$ cat src/rtl/exp_chain_pkg.sv
// Shared codes for the chained FIFO expansion controller.
// Assumes: bit 0 of the expansion code carries the write token and
// bit 1 carries the read token; the all-ones code doubles as the
// single-mode tie-off, sampled only while reset is held.
package exp_chain_pkg;

    typedef enum logic [1:0] {
        XFER_IDLE = 2'b00,
        XFER_WR   = 2'b01,
        XFER_RD   = 2'b10,
        XFER_BOTH = 2'b11
    } xfer_e;

    localparam logic [1:0] SOLO_TIE = XFER_BOTH;

    localparam int LANE_WR = 0;
    localparam int LANE_RD = 1;
    localparam int LANES   = 2;

endpackage

$ cat src/rtl/exp_ptr.sv
// Local address pointer for one lane (write or read) of a slice.
// Advances by one on each step, wraps from DEPTH-1 to 0, and can be
// cleared to the first location. Assumes DEPTH >= 2.
module exp_ptr #(
    parameter int DEPTH = 16
) (
    input  logic                     clk,
    input  logic                     rst_n,
    input  logic                     step,
    input  logic                     clear,
    output logic [$clog2(DEPTH)-1:0] ptr,
    output logic                     at_last
);
    localparam int AW = $clog2(DEPTH);
    localparam logic [AW-1:0] LAST = AW'(DEPTH - 1);

    // Flags the final location of the local storage.
    assign at_last = (ptr == LAST);

    // Pointer register: reset, clear, or advance with wrap.
    always_ff @(posedge clk) begin
        if (!rst_n) begin
            ptr <= '0;
        end else if (clear) begin
            ptr <= '0;
        end else if (step) begin
            ptr <= at_last ? '0 : ptr + 1'b1;
        end
    end

    AST_PTR_WRAP: assert property (@(posedge clk) disable iff (!rst_n)
        step && at_last && !clear |=> ptr == '0);
    AST_PTR_ADVANCE: assert property (@(posedge clk) disable iff (!rst_n)
        step && !at_last && !clear |=> ptr == $past(ptr) + 1'b1);

endmodule

$ cat src/rtl/exp_token.sv
// Ownership token for one lane of a slice. Loads its initial state
// during reset, is gained when the previous slice hands it over and
// is lost when this slice hands it on. Receiving wins over giving,
// so a ring of one slice keeps its own token.
module exp_token (
    input  logic clk,
    input  logic rst_n,
    input  logic init,
    input  logic take,
    input  logic give,
    output logic own
);
    // Token register.
    always_ff @(posedge clk) begin
        if (!rst_n) begin
            own <= init;
        end else if (take) begin
            own <= 1'b1;
        end else if (give) begin
            own <= 1'b0;
        end
    end

    AST_TOKEN_GIVEN: assert property (@(posedge clk) disable iff (!rst_n)
        own && give && !take |=> !own);
    AST_TOKEN_TAKEN: assert property (@(posedge clk) disable iff (!rst_n)
        take |=> own);

endmodule

$ cat src/rtl/exp_fill.sv
// Fill counter for single-mode operation. Tracks the number of stored
// words and reports full, empty and above-half. It can be reloaded
// for retransmit. Assumes the caller never raises inc when full or
// dec when empty.
module exp_fill #(
    parameter int DEPTH = 16
) (
    input  logic                       clk,
    input  logic                       rst_n,
    input  logic                       inc,
    input  logic                       dec,
    input  logic                       reload,
    input  logic [$clog2(DEPTH+1)-1:0] reload_val,
    output logic                       full,
    output logic                       empty,
    output logic                       half
);
    localparam int CW = $clog2(DEPTH + 1);
    localparam logic [CW-1:0] FULL_CNT = CW'(DEPTH);
    localparam logic [CW-1:0] HALF_CNT = CW'(DEPTH / 2);

    logic [CW-1:0] count;

    // Status decode from the stored count.
    assign full  = (count == FULL_CNT);
    assign empty = (count == '0);
    assign half  = (count > HALF_CNT);

    // Count register: reload, or net change from this cycle's strobes.
    always_ff @(posedge clk) begin
        if (!rst_n) begin
            count <= '0;
        end else if (reload) begin
            count <= reload_val;
        end else begin
            case ({inc, dec})
                2'b10:   count <= count + 1'b1;
                2'b01:   count <= count - 1'b1;
                default: count <= count;
            endcase
        end
    end

    AST_NO_OVERFLOW: assert property (@(posedge clk) disable iff (!rst_n)
        full |-> !inc);
    AST_NO_UNDERFLOW: assert property (@(posedge clk) disable iff (!rst_n)
        empty |-> !dec);

endmodule

$ cat src/rtl/exp_chain_ctl.sv
// Depth-expansion controller for one slice of a FIFO ring.
// Chained mode: the slice gates the shared strobes with a write token
// and a read token. It pulses exp_out for one cycle when a lane wraps
// and hands that token to the next slice at the same edge.
// Single mode (exp_in tied to 2'b11 during reset): the slice owns both
// lanes, guards full and empty, supports retransmit, and shows
// half-full on exp_out[0].
// Assumes DEPTH >= 2, strobes low while reset is held, and external
// logic that prevents overflow and underflow across a chained ring.
module exp_chain_ctl
    import exp_chain_pkg::*;
#(
    parameter int DEPTH = 16
) (
    input  logic                     clk,
    input  logic                     rst_n,
    input  logic                     first_slice,
    input  logic [1:0]               exp_in,
    input  logic                     wr_req,
    input  logic                     rd_req,
    input  logic                     rt_req,
    output logic                     wr_en,
    output logic                     rd_en,
    output logic [$clog2(DEPTH)-1:0] wr_addr,
    output logic [$clog2(DEPTH)-1:0] rd_addr,
    output logic [1:0]               exp_out
);
    localparam int AW = $clog2(DEPTH);
    localparam int CW = $clog2(DEPTH + 1);

    logic             solo_q;
    logic             rt_blk;
    logic             full;
    logic             empty;
    logic             half;
    logic [LANES-1:0] lane_req;
    logic [LANES-1:0] lane_room;
    logic [LANES-1:0] lane_own;
    logic [LANES-1:0] lane_en;
    logic [LANES-1:0] lane_last;
    logic [LANES-1:0] lane_take;
    logic [LANES-1:0] lane_pass;
    logic [AW-1:0]    lane_ptr [LANES];

    // Mode register: latches the tie-off code only while reset is held.
    always_ff @(posedge clk) begin
        if (!rst_n) begin
            solo_q <= (exp_in == SOLO_TIE);
        end
    end

    // Retransmit applies only in single mode and blocks that cycle's strobes.
    assign rt_blk = solo_q & rt_req;

    // Per-lane request and room vectors (index 0 write, 1 read).
    assign lane_req  = {rd_req, wr_req};
    assign lane_room = {~empty, ~full};

    // Enables: token ownership in chained mode, room checks in single mode.
    assign lane_en = {LANES{rst_n & ~rt_blk}} & lane_req
                   & (solo_q ? lane_room : lane_own);

    // Incoming tokens and outgoing wrap pulses, chained mode only.
    assign lane_take = {LANES{~solo_q}} & exp_in;
    assign lane_pass = {LANES{~solo_q}} & lane_en & lane_last;

    generate
        for (genvar g = 0; g < LANES; g++) begin : g_lane
            exp_token u_tok (
                .clk   (clk),
                .rst_n (rst_n),
                .init  (first_slice),
                .take  (lane_take[g]),
                .give  (lane_pass[g]),
                .own   (lane_own[g])
            );

            exp_ptr #(.DEPTH(DEPTH)) u_ptr (
                .clk     (clk),
                .rst_n   (rst_n),
                .step    (lane_en[g]),
                .clear   ((g == LANE_RD) ? rt_blk : 1'b0),
                .ptr     (lane_ptr[g]),
                .at_last (lane_last[g])
            );
        end
    endgenerate

    exp_fill #(.DEPTH(DEPTH)) u_fill (
        .clk        (clk),
        .rst_n      (rst_n),
        .inc        (solo_q & lane_en[LANE_WR]),
        .dec        (solo_q & lane_en[LANE_RD]),
        .reload     (rt_blk),
        .reload_val (CW'(lane_ptr[LANE_WR])),
        .full       (full),
        .empty      (empty),
        .half       (half)
    );

    // Output mapping; exp_out is quiet during reset so neighbours see chained mode.
    assign wr_en   = lane_en[LANE_WR];
    assign rd_en   = lane_en[LANE_RD];
    assign wr_addr = lane_ptr[LANE_WR];
    assign rd_addr = lane_ptr[LANE_RD];
    assign exp_out = !rst_n ? XFER_IDLE : (solo_q ? {1'b0, half} : lane_pass);

    AST_WR_PULSE_ONE: assert property (@(posedge clk) disable iff (!rst_n)
        !solo_q && exp_out[0] |=> !exp_out[0]);
    AST_RD_PULSE_ONE: assert property (@(posedge clk) disable iff (!rst_n)
        !solo_q && exp_out[1] |=> !exp_out[1]);
    AST_IDLE_WR_PTR: assert property (@(posedge clk) disable iff (!rst_n)
        !solo_q && !lane_own[LANE_WR] |-> wr_addr == '0);
    AST_IDLE_RD_PTR: assert property (@(posedge clk) disable iff (!rst_n)
        !solo_q && !lane_own[LANE_RD] |-> rd_addr == '0);
    AST_RT_CHAINED: assert property (@(posedge clk) disable iff (!rst_n)
        !solo_q && rt_req && !rd_en |=> $stable(rd_addr));
    AST_HALF_HOLD: assert property (@(posedge clk) disable iff (!rst_n)
        solo_q && exp_out[0] && !rd_en && !rt_req |=> exp_out[0]);

endmodule

$ cat config.mk
export PLATFORM = sky130hd
export DESIGN_NAME = exp_chain_ctl
export DESIGN_NICKNAME = d
export VERILOG_FILES = /design/src/rtl/exp_chain_pkg.sv /design/src/rtl/exp_ptr.sv /design/src/rtl/exp_token.sv /design/src/rtl/exp_fill.sv /design/src/rtl/exp_chain_ctl.sv
export SDC_FILE = /design/constraint.sdc
export NUM_CORES = 1
export LEC_CHECK = 0
export BUFFER_PORTS_ARGS = -buffer_cell sky130_fd_sc_hd__buf_2
export CORE_MARGIN = 1.5
export CORE_UTILIZATION = 35
export CTS_CLUSTER_DIAMETER = 40
export DETAILED_ROUTE_END_ITERATION = 7
export GPL_ROUTABILITY_DRIVEN = 0
export HOLD_SLACK_MARGIN = 0.15
export PLACE_DENSITY = 0.52
export SYNTH_ARGS = -nofsm -noshare
export SYNTH_HDL_FRONTEND = slang
export SYNTH_SLANG_ARGS = --single-unit
$ cat constraint.sdc
create_clock -name clk -period 4 [get_ports clk]
set_input_delay 0.4 -clock clk [delete_from_list [all_inputs] [get_ports clk]]
set_output_delay 0.4 -clock clk [all_outputs]
set_load 0.005 [all_outputs]
# == Yosys cells after proc, flatten, opt, wreduce, memory -nomap -nowiden ==
# Cells that the tools add are included.
# op_classes
addsub,4
n_lt_le_gt_ge,1
eq_ne,8
mux,13
n_bitwise,14
n_reduce_logical,4
# op_table
op,count
$mux W4,3
$and A2 B2 Y2,5
$pmux W5 S2,1
$add A4 B1 Y4 const B,2
$eq A4 B4 Y1 const B,2
$mux W1,6
$mux W2,3
$ne A3 B1 Y1 const B,2
$add A5 B1 Y5 const B,1
$eq A5 B5 Y1 const B,1
$gt A5 B4 Y1 const B,1
$logic_not A5 Y1,1
$not A1 Y1,5
$sub A5 B1 Y5 const B,1
$and A1 B1 Y1,4
$eq A2 B2 Y1 const B,2
$reduce_bool A3 Y1,1
$eq A2 B1 Y1 const B,1
$reduce_bool A2 Y1,1
$reduce_or A2 Y1,1
# word_totals
ff_bits,16
out_inout_bits,12
wordCells,51

# == Longest topological paths before layout ==
# Gate-level depths: netlist of the first run.
# depth
word_depth,10
ltp_mapped,12

# == Modules after synthesis ==
# A second synthesis of the first run with hierarchy kept.
# hier_totals
cells_unflattened,115
hier_area_um2,1071.0
# modules_own_cells
mod,n_inst,cells_per_inst,area_per_inst_um2,seq_area_each_um2
exp_fill,1,48,427.9,100.1
exp_ptr,2,18,187.7,80.1
exp_chain_ctl,1,25,167.7,30.0
exp_token,2,3,50.0,30.0

# == Worst setup path after synthesis of the first run ==
# Ideal clock, no wire load.
# synth_path
kind,input port to flip-flop
start,input rst_n
end,register u_fill.count[4]
setup_time_ps,70
arrival_time_ps,2522
required_ps,3930
path_slack_ps,1408
stages,12
n_path_buf,2
path_cell_list,buf_4 > a21bo_1 > buf_6 > nor2_1 > and3_1 > inv_1 > ha_1 > ha_1 > a21oi_1 > a211o_1 > a21o_1 > a21oi_1
# synth_between
elab_chain_cells,6
# synth_rtl
element,line_no,source
start: declaration,exp_chain_ctl.sv:16,"input logic rst_n,"
$and A1 B1 Y1,exp_chain_ctl.sv:60,assign lane_en = {LANES{rst_n & ~rt_blk}} & lane_req
$and A2 B2 Y2,exp_chain_ctl.sv:60,
$and A2 B2 Y2,exp_chain_ctl.sv:61,& (solo_q ? lane_room : lane_own);
$and A1 B1 Y1 (on tied branches),"exp_chain_ctl.sv:93, exp_chain_ctl.sv:92",
$eq A2 B1 Y1 / $eq A2 B2 Y1 (equally long branches),exp_fill.sv:36,"case ({inc, dec})"
$pmux W5 S2 / $reduce_bool A2 Y1 (equally long branches),--,
end signal: assignment,exp_fill.sv:37,2'b10: count <= count + 1'b1;
end signal: assignment,exp_fill.sv:38,2'b01: count <= count - 1'b1;
end signal: assignment,exp_fill.sv:39,default: count <= count;
end: declaration,exp_fill.sv:22,logic [CW-1:0] count;
# Parallel ways exist; a longest one is shown, timed or not.
# A chain may end at the register's enable or synchronous reset.

# == Final worst setup path of the first run ==
# layout_path
start,register solo_q
end,register u_fill.count[4]
# layout_between
elab_chain_cells,8
# layout_rtl
element,line_no,source
start: declaration,exp_chain_ctl.sv:31,logic solo_q;
start signal: assignment,exp_chain_ctl.sv:48,solo_q <= (exp_in == SOLO_TIE);
$and A1 B1 Y1,exp_chain_ctl.sv:53,assign rt_blk = solo_q & rt_req;
$not A1 Y1,exp_chain_ctl.sv:60,
$and A1 B1 Y1,exp_chain_ctl.sv:60,
$and A2 B2 Y2,exp_chain_ctl.sv:60,
$and A2 B2 Y2,exp_chain_ctl.sv:61,
$and A1 B1 Y1 (on tied branches),"exp_chain_ctl.sv:93, exp_chain_ctl.sv:92",
$eq A2 B1 Y1 / $eq A2 B2 Y1 (equally long branches),exp_fill.sv:36,
$pmux W5 S2 / $reduce_bool A2 Y1 (equally long branches),--,
# Parallel ways exist; a longest one is shown, timed or not.

==> flow_metrics.py, run 1 <==
metrics = {
    "clock_tree": {
        "root_buffer": "clkbuf_4",
        "ctsHoldBuffers": 0,
        "cts_tree": "yes",
        "cts.sinks": 16,
        "cts_resized": 0,
        "cts_max_level": 1,
        "clk-insertion-delay-late_ns": 0.29,
        "cts_buffer_depth": 2,
        "cts_setup_buffers": 0,
        "cts_buffers": 3,
        "clkTransAtPathRegs_ns": 0.10,
    },
    "drt": {
        "firstDrtPassIters": 6,
        "routedWlPerCell_um": 13.49,
        "vias": 1000,
        "via_per_inst": 5.682,
        "route.detailed.drc": 2,
        "wl_mm": 2.375,
        "dr.first_iter.drc_count": 53,
        "ant_nets": 0,
    },
    "timing": {
        "worstMarginPinSlew_ns": 0.5231,
        "fin_hold_ws_ns": 0.4117,
        "setup_tns_ns": 0,
        "finalCritPeriodShare": 0.7371,
        "drv_slew": 0,
        "min_period_ns": 2.949,
        "max_freq_mhz": 339.2,
        "relSlewSlack": 0.6486,
        "rsz0062_at_grt": "false",
        "hold_violations": 0,
        "finClkSkew_ns": 0.005508,
        "setup_violations": 0,
    },
    "worst_setup_path": {
        "critPathRequiredTime_ns": 4.24,
        "path_class": "reg2reg",
        "path_buf_inv": 1,
        "regToRegSetupSlack_ns": 1.05,
        "crit_slowest_cell": "edfxtp_1",
        "cp_max_fo": 19,
        "arrival_ns": 3.18,
        "endpoint_kind": "register",
        "crit_family": "compound AO/OA/AOI/OAI gates",
        "crit_chain": "a21bo_1 > nor2_1 > and3_1 > inv_1 > ha_1 > ha_1 > a21oi_1 > a211o_1 > a21o_1 > a21oi_1",
        "slowest_delay_ns": 0.61,
        "worst_setup_path_start_kind": "register",
    },
    "grt": {
        "grt_use_met3": 0.04241,
        "grt_max_degree": 20,
        "antenna_found_initial": 0,
        "grtUsageMet2": 0.2484,
        "busiest_layer": "met2",
        "grt_pass1_vias": 883,
        "grtUsageMet1": 0.1944,
        "grtUsageTotal": 0.1508,
        "grt_remaining_overflow": 0,
        "grt_pass1_wl_mm": 3.905,
    },
    "placement": {
        "dpl.hpwl_mm": 1.751,
        "port_buffers": 19,
        "dpl.cell_count": 172,
    },
    "layout": {
        "fin_cells": 176,
        "syn_to_final_growth_pct": 12.65,
        "drive_above_1_share": 0.1724,
        "antenna_cells": 0,
        "finish.utilization": 0.4211,
        "nets": 162,
    },
    "floorplanning": {
        "die_area_um2": 3333,
        "rows": 19,
        "coreArea_um2": 2805,
        "chipHeight_um": 57.74,
        "start_util": 0.3738,
        "io_pins": 20,
        "die-width_um": 57.74,
    },
    "yosys": {
        "synth_top_area_frac": 0.2482,
        "synth_ff_type": "dfxtp_1",
        "syn-cell-area_um2": 1049,
        "synth_edf_count": 3,
        "synth_warnings": 0,
        "syn_inst": 126,
        "synth.area.top_cells": "dfxtp_1 (25%), edfxtp_1 (8.6%), ha_1 (8.4%), a21oi_1 (6.2%), nand3_1 (5.7%)",
        "ys_async_sr_fraction": 0,
        "synth_nets": 142,
        "ys_ff_latch": 16,
        "yosysTopAreaCell": "dfxtp_1",
        "ys_seq_area_frac": 0.3341,
        "synthDistinctLibCells": 36,
        "synth_commonest_cells": "a21oi_1 (13), dfxtp_1 (13), nand3_1 (12), nor2_1 (12), nand2_1 (10)",
        "avgSynthCellArea_um2": 8.321,
    },
    "power_and_ir_drop": {
        "powerDensity_nw_per_um2": 281.4,
        "power_leakage_nw": 0.5160,
        "power_mw": 0.3324,
        "ir_drop_uv": 189.7,
    },
    "min_path": {
        "min_path_type": "in2reg",
    },
    "run": {
        "drv_cap": 0,
    },
    "outcome": {
        "violations": "DRC",
        "status": "complete, but fails checks",
    },
}
per-layer routing:
layer | share of wire | vias up
li1 | - | 506
met1 | 0.46 | 461
met2 | 0.47 | 31
met3 | 0.066 | 2
met4 | 0.0088 | 0
met5 | 0 | -
kinds of logic (layout without fill, tap and decap cells):
| kind of cell | after synthesis | after routing | synth area share |
|---|---|---|---|
| compound gates | 33 | 33 | 0.1921 |
| xor+xnor | 3 | 3 | 0.02506 |
| buf+inv | 8 | 27 | 0.04056 |
| mux | 2 | 2 | 0.01909 |
| fa+ha+maj | 8 | 8 | 0.1026 |
| flops | 16 | 16 | 0.3341 |
| simple gates | 56 | 56 | 0.2864 |
where the power goes:
part / total (mW) / leakage, nW / switching, mW / internal [mW]
Combinational: 0.0563 / 0.365 / 0.0332 / 0.0231
Clock: 0.0953 / 0.0150 / 0.0565 / 0.0388
Sequential: 0.181 / 0.136 / 0.00948 / 0.171
Total: 0.332 / 0.516 / 0.0991 / 0.233
cell type report:
cell class	count	area, um2
Clock buffer	4	26.28
Multi-Input combinational cell	102	655.6
Timing Repair Buffer	19	95.09
Fill cell	300	1624
Tap cell	31	38.79
Inverter	4	15.01
Sequential cell	16	350.3
final timing paths:
kind,to,cells after the start,startpoint
max,u_fill.count[4]$_SDFFE_PP0P_,10,solo_q$_DFFE_PN_
min,g_lane[0].u_tok.own$_DFFE_PP_,2,exp_in[0]
max reg2reg,u_fill.count[4]$_SDFFE_PP0P_,10,solo_q$_DFFE_PN_
min reg2reg,u_fill.count[2]$_SDFFE_PN0P_,2,u_fill.count[2]$_SDFFE_PN0P_
through the flow:
stage	setup slack (ns)	cell area [um2]
after global placement	1.108	1155
after global routing	0.8237	1181
after detailed placement	1.074	1155
after floorplan	1.408	1049
after CTS	1.056	1181
final	1.051	1181
cells in the final DEF (no fill, tap or decap), types with 2 or more instances in the layout:
master	instances
nor2_1	12
a21oi_1	13
nand3_1	12
clkbuf_4	3
nand2_1	10
xnor2_1	3
mux2i_1	2
nor2b_1	2
edfxtp_1	3
dfxtp_1	13
inv_1	3
nor3_1	3
and3_1	4
a21o_1	4
o22ai_1	2
buf_2	19
ha_1	7
nand4b_1	6
o21ai_0	8
flip-flops by register name, summed over array words and instances (netlist names):
register and flops:
g_lane.u_ptr.ptr 8, g_lane.u_tok.own 2, solo_q 1, u_fill.count 5
(Power assumes the default switching activity.)
==> run 2: changes to the inputs <==
PLACE_DENSITY = 0.54   (was 0.52)
clock period = 2.67 ns   (was 4 ns; I/O delays follow)
==> run 2 against run 1 <==
Net effect: the flow still finishes with violations (DRC); critical path depth unchanged; register-to-register slack got worse by 0.86 ns; via count up 3.6%; utilization is 2.9 points higher; maximum frequency rose by 19%; sequential share of layout area down 1.9 points; count of clock-buffer cells in the layout is 1 lower; sequential power rose by 48%; routed wire length increased by 9.0%; final cell count rose by 5.7%; highest routed layer unchanged.
==> flow_metrics.py, run 2 (synthesized netlist as in run 1, its figures left out) <==
metrics = {
    "worst_setup_path": {
        "crit_chain": "a21bo_1 > nor2_1 > and3_1 > inv_1 > ha_2 > ha_1 > nand3_1 > a211o_1 > a21o_1 > a21oi_1",
        "crit_slowest_cell": "edfxtp_1",
        "worst_setup_path_start_kind": "register",
        "path_class": "reg2reg",
        "r2r.worst_path.cells": 10,
        "arrival_ns": 2.72,
        "endpoint_kind": "register",
        "slowest_delay_ns": 0.49,
        "critPathRequiredTime_ns": 2.91,
        "crit_family": "compound AO/OA/AOI/OAI gates",
        "cp_max_fo": 7,
        "path_buf_inv": 1,
        "path_depth": 10,
    },
    "timing": {
        "rsz0062_at_grt": "false",
        "finalCritPeriodShare": 0.9293,
        "drv_slew": 0,
        "hold_violations": 0,
        "finClkSkew_ns": 0.003409,
        "min_period_ns": 2.481,
        "layout_setup_ws_ns": 0.1887,
        "worstMarginPinSlew_ns": 0.3520,
        "setup_tns_ns": 0,
        "fin_hold_ws_ns": 0.2632,
        "setup_violations": 0,
        "max_freq_mhz": 403.0,
        "relSlewSlack": 0.7653,
    },
    "drt": {
        "wl_mm": 2.588,
        "vias": 1036,
        "route.detailed.drc": 2,
        "routedWlPerCell_um": 13.91,
        "firstDrtPassIters": 6,
        "via_per_inst": 5.570,
        "dr.first_iter.drc_count": 28,
        "ant_nets": 0,
    },
    "floorplanning": {
        "coreArea_um2": 2805,
        "die-width_um": 57.74,
        "io_pins": 20,
        "rows": 19,
        "die_area_um2": 3333,
        "start_util": 0.3738,
        "chipHeight_um": 57.74,
    },
    "layout": {
        "top_regs": "g_lane.u_ptr.ptr x8, u_fill.count x5, g_lane.u_tok.own x2",
        "syn_to_final_growth_pct": 20.41,
        "drive_above_1_share": 0.2387,
        "multiInputGateArea_um2": 661.9,
        "finish.utilization": 0.4500,
        "layout_commonest_cell": "buf_2",
        "fin_cells": 186,
        "antenna_cells": 0,
        "fillCellCount": 310,
        "nets": 172,
        "final_area_um2": 1262,
        "seqCellArea_um2": 350.3,
        "layout_common_cells": "buf_2 (19), dfxtp_1 (13), nor2_1 (12), nand3_1 (12), a21oi_1 (12)",
        "largest_reg_flops": 8,
        "max_flop_register": "g_lane.u_ptr.ptr",
    },
    "clock_tree": {
        "cts_buffer_depth": 2,
        "ctsHoldBuffers": 0,
        "cts_buffers": 3,
        "clk-insertion-delay-late_ns": 0.29,
        "clkTransAtPathRegs_ns": 0.10,
        "root_buffer": "clkbuf_4",
        "cts.sinks": 16,
        "cts_tree": "yes",
        "cts_max_level": 1,
    },
    "run": {
        "drv_cap": 0,
    },
    "grt": {
        "grtUsageMet1": 0.2295,
        "busiest_layer": "met2",
        "grt_max_degree": 10,
        "grt_remaining_overflow": 0,
        "antenna_found_initial": 0,
        "grtUsageMet2": 0.2727,
        "grtUsageTotal": 0.1691,
        "grt_pass1_wl_mm": 4.347,
        "grt_pass1_vias": 933,
        "grt_use_met3": 0.02679,
    },
    "power_and_ir_drop": {
        "power_leakage_nw": 0.5636,
        "powerDensity_nw_per_um2": 408.1,
        "power_mw": 0.5152,
        "ir_drop_uv": 209.5,
    },
    "placement": {
        "dpl.hpwl_mm": 1.946,
        "placed_area_um2": 1222,
        "place_ws_ns": 0.1477,
        "dpl.cell_count": 181,
        "port_buffers": 19,
    },
    "outcome": {
        "status": "complete, but fails checks",
        "violations": "DRC",
    },
    "min_path": {
        "whs_path_depth": 2,
        "min_path_type": "in2reg",
    },
}
==> run 2: final timing paths <==
path / start / end / slack, ns
max reg2reg: solo_q$_DFFE_PN_ / u_fill.count[4]$_SDFFE_PP0P_ / 0.19
max: solo_q$_DFFE_PN_ / u_fill.count[4]$_SDFFE_PP0P_ / 0.19
min reg2reg: u_fill.count[2]$_SDFFE_PN0P_ / u_fill.count[2]$_SDFFE_PN0P_ / 0.50
min: exp_in[0] / g_lane[0].u_tok.own$_DFFE_PP_ / 0.26
==> run 2: final cells by class <==
type / instances / area share
timing repair buffer: 29 / 0.1348
sequential: 16 / 0.2775
clock buffer: 3 / 0.01784
multi-input combinational: 102 / 0.5243
tap: 31 / 0.03072
clock inverter: 1 / 0.002973
inverter: 4 / 0.01189
==> run 2: where the power goes <==
part | switching [mW] | internal [mW] | total (mW) | leakage (nW)
Combinational | 0.0575 | 0.0500 | 0.107 | 0.413
Sequential | 0.0115 | 0.257 | 0.268 | 0.136
Clock | 0.0851 | 0.0544 | 0.140 | 0.0154
==> run 2: what timing repair did <==
| item | CTS | global route |
|---|---|---|
| setup endpoints to repair | 0 | 2 |
| buffers inserted | 0 | 1 |
| gates resized for setup | 0 | 3 |
| hold endpoints to repair | 0 | 0 |
==> run 2: metal layers <==
layer  wire, um  vias up  part of all wire
met2       1222       23              0.47
li1           -      527                 -
met5          0        -                 0
met3         91        4             0.035
met1       1249      482              0.48
met4         25        0            0.0097
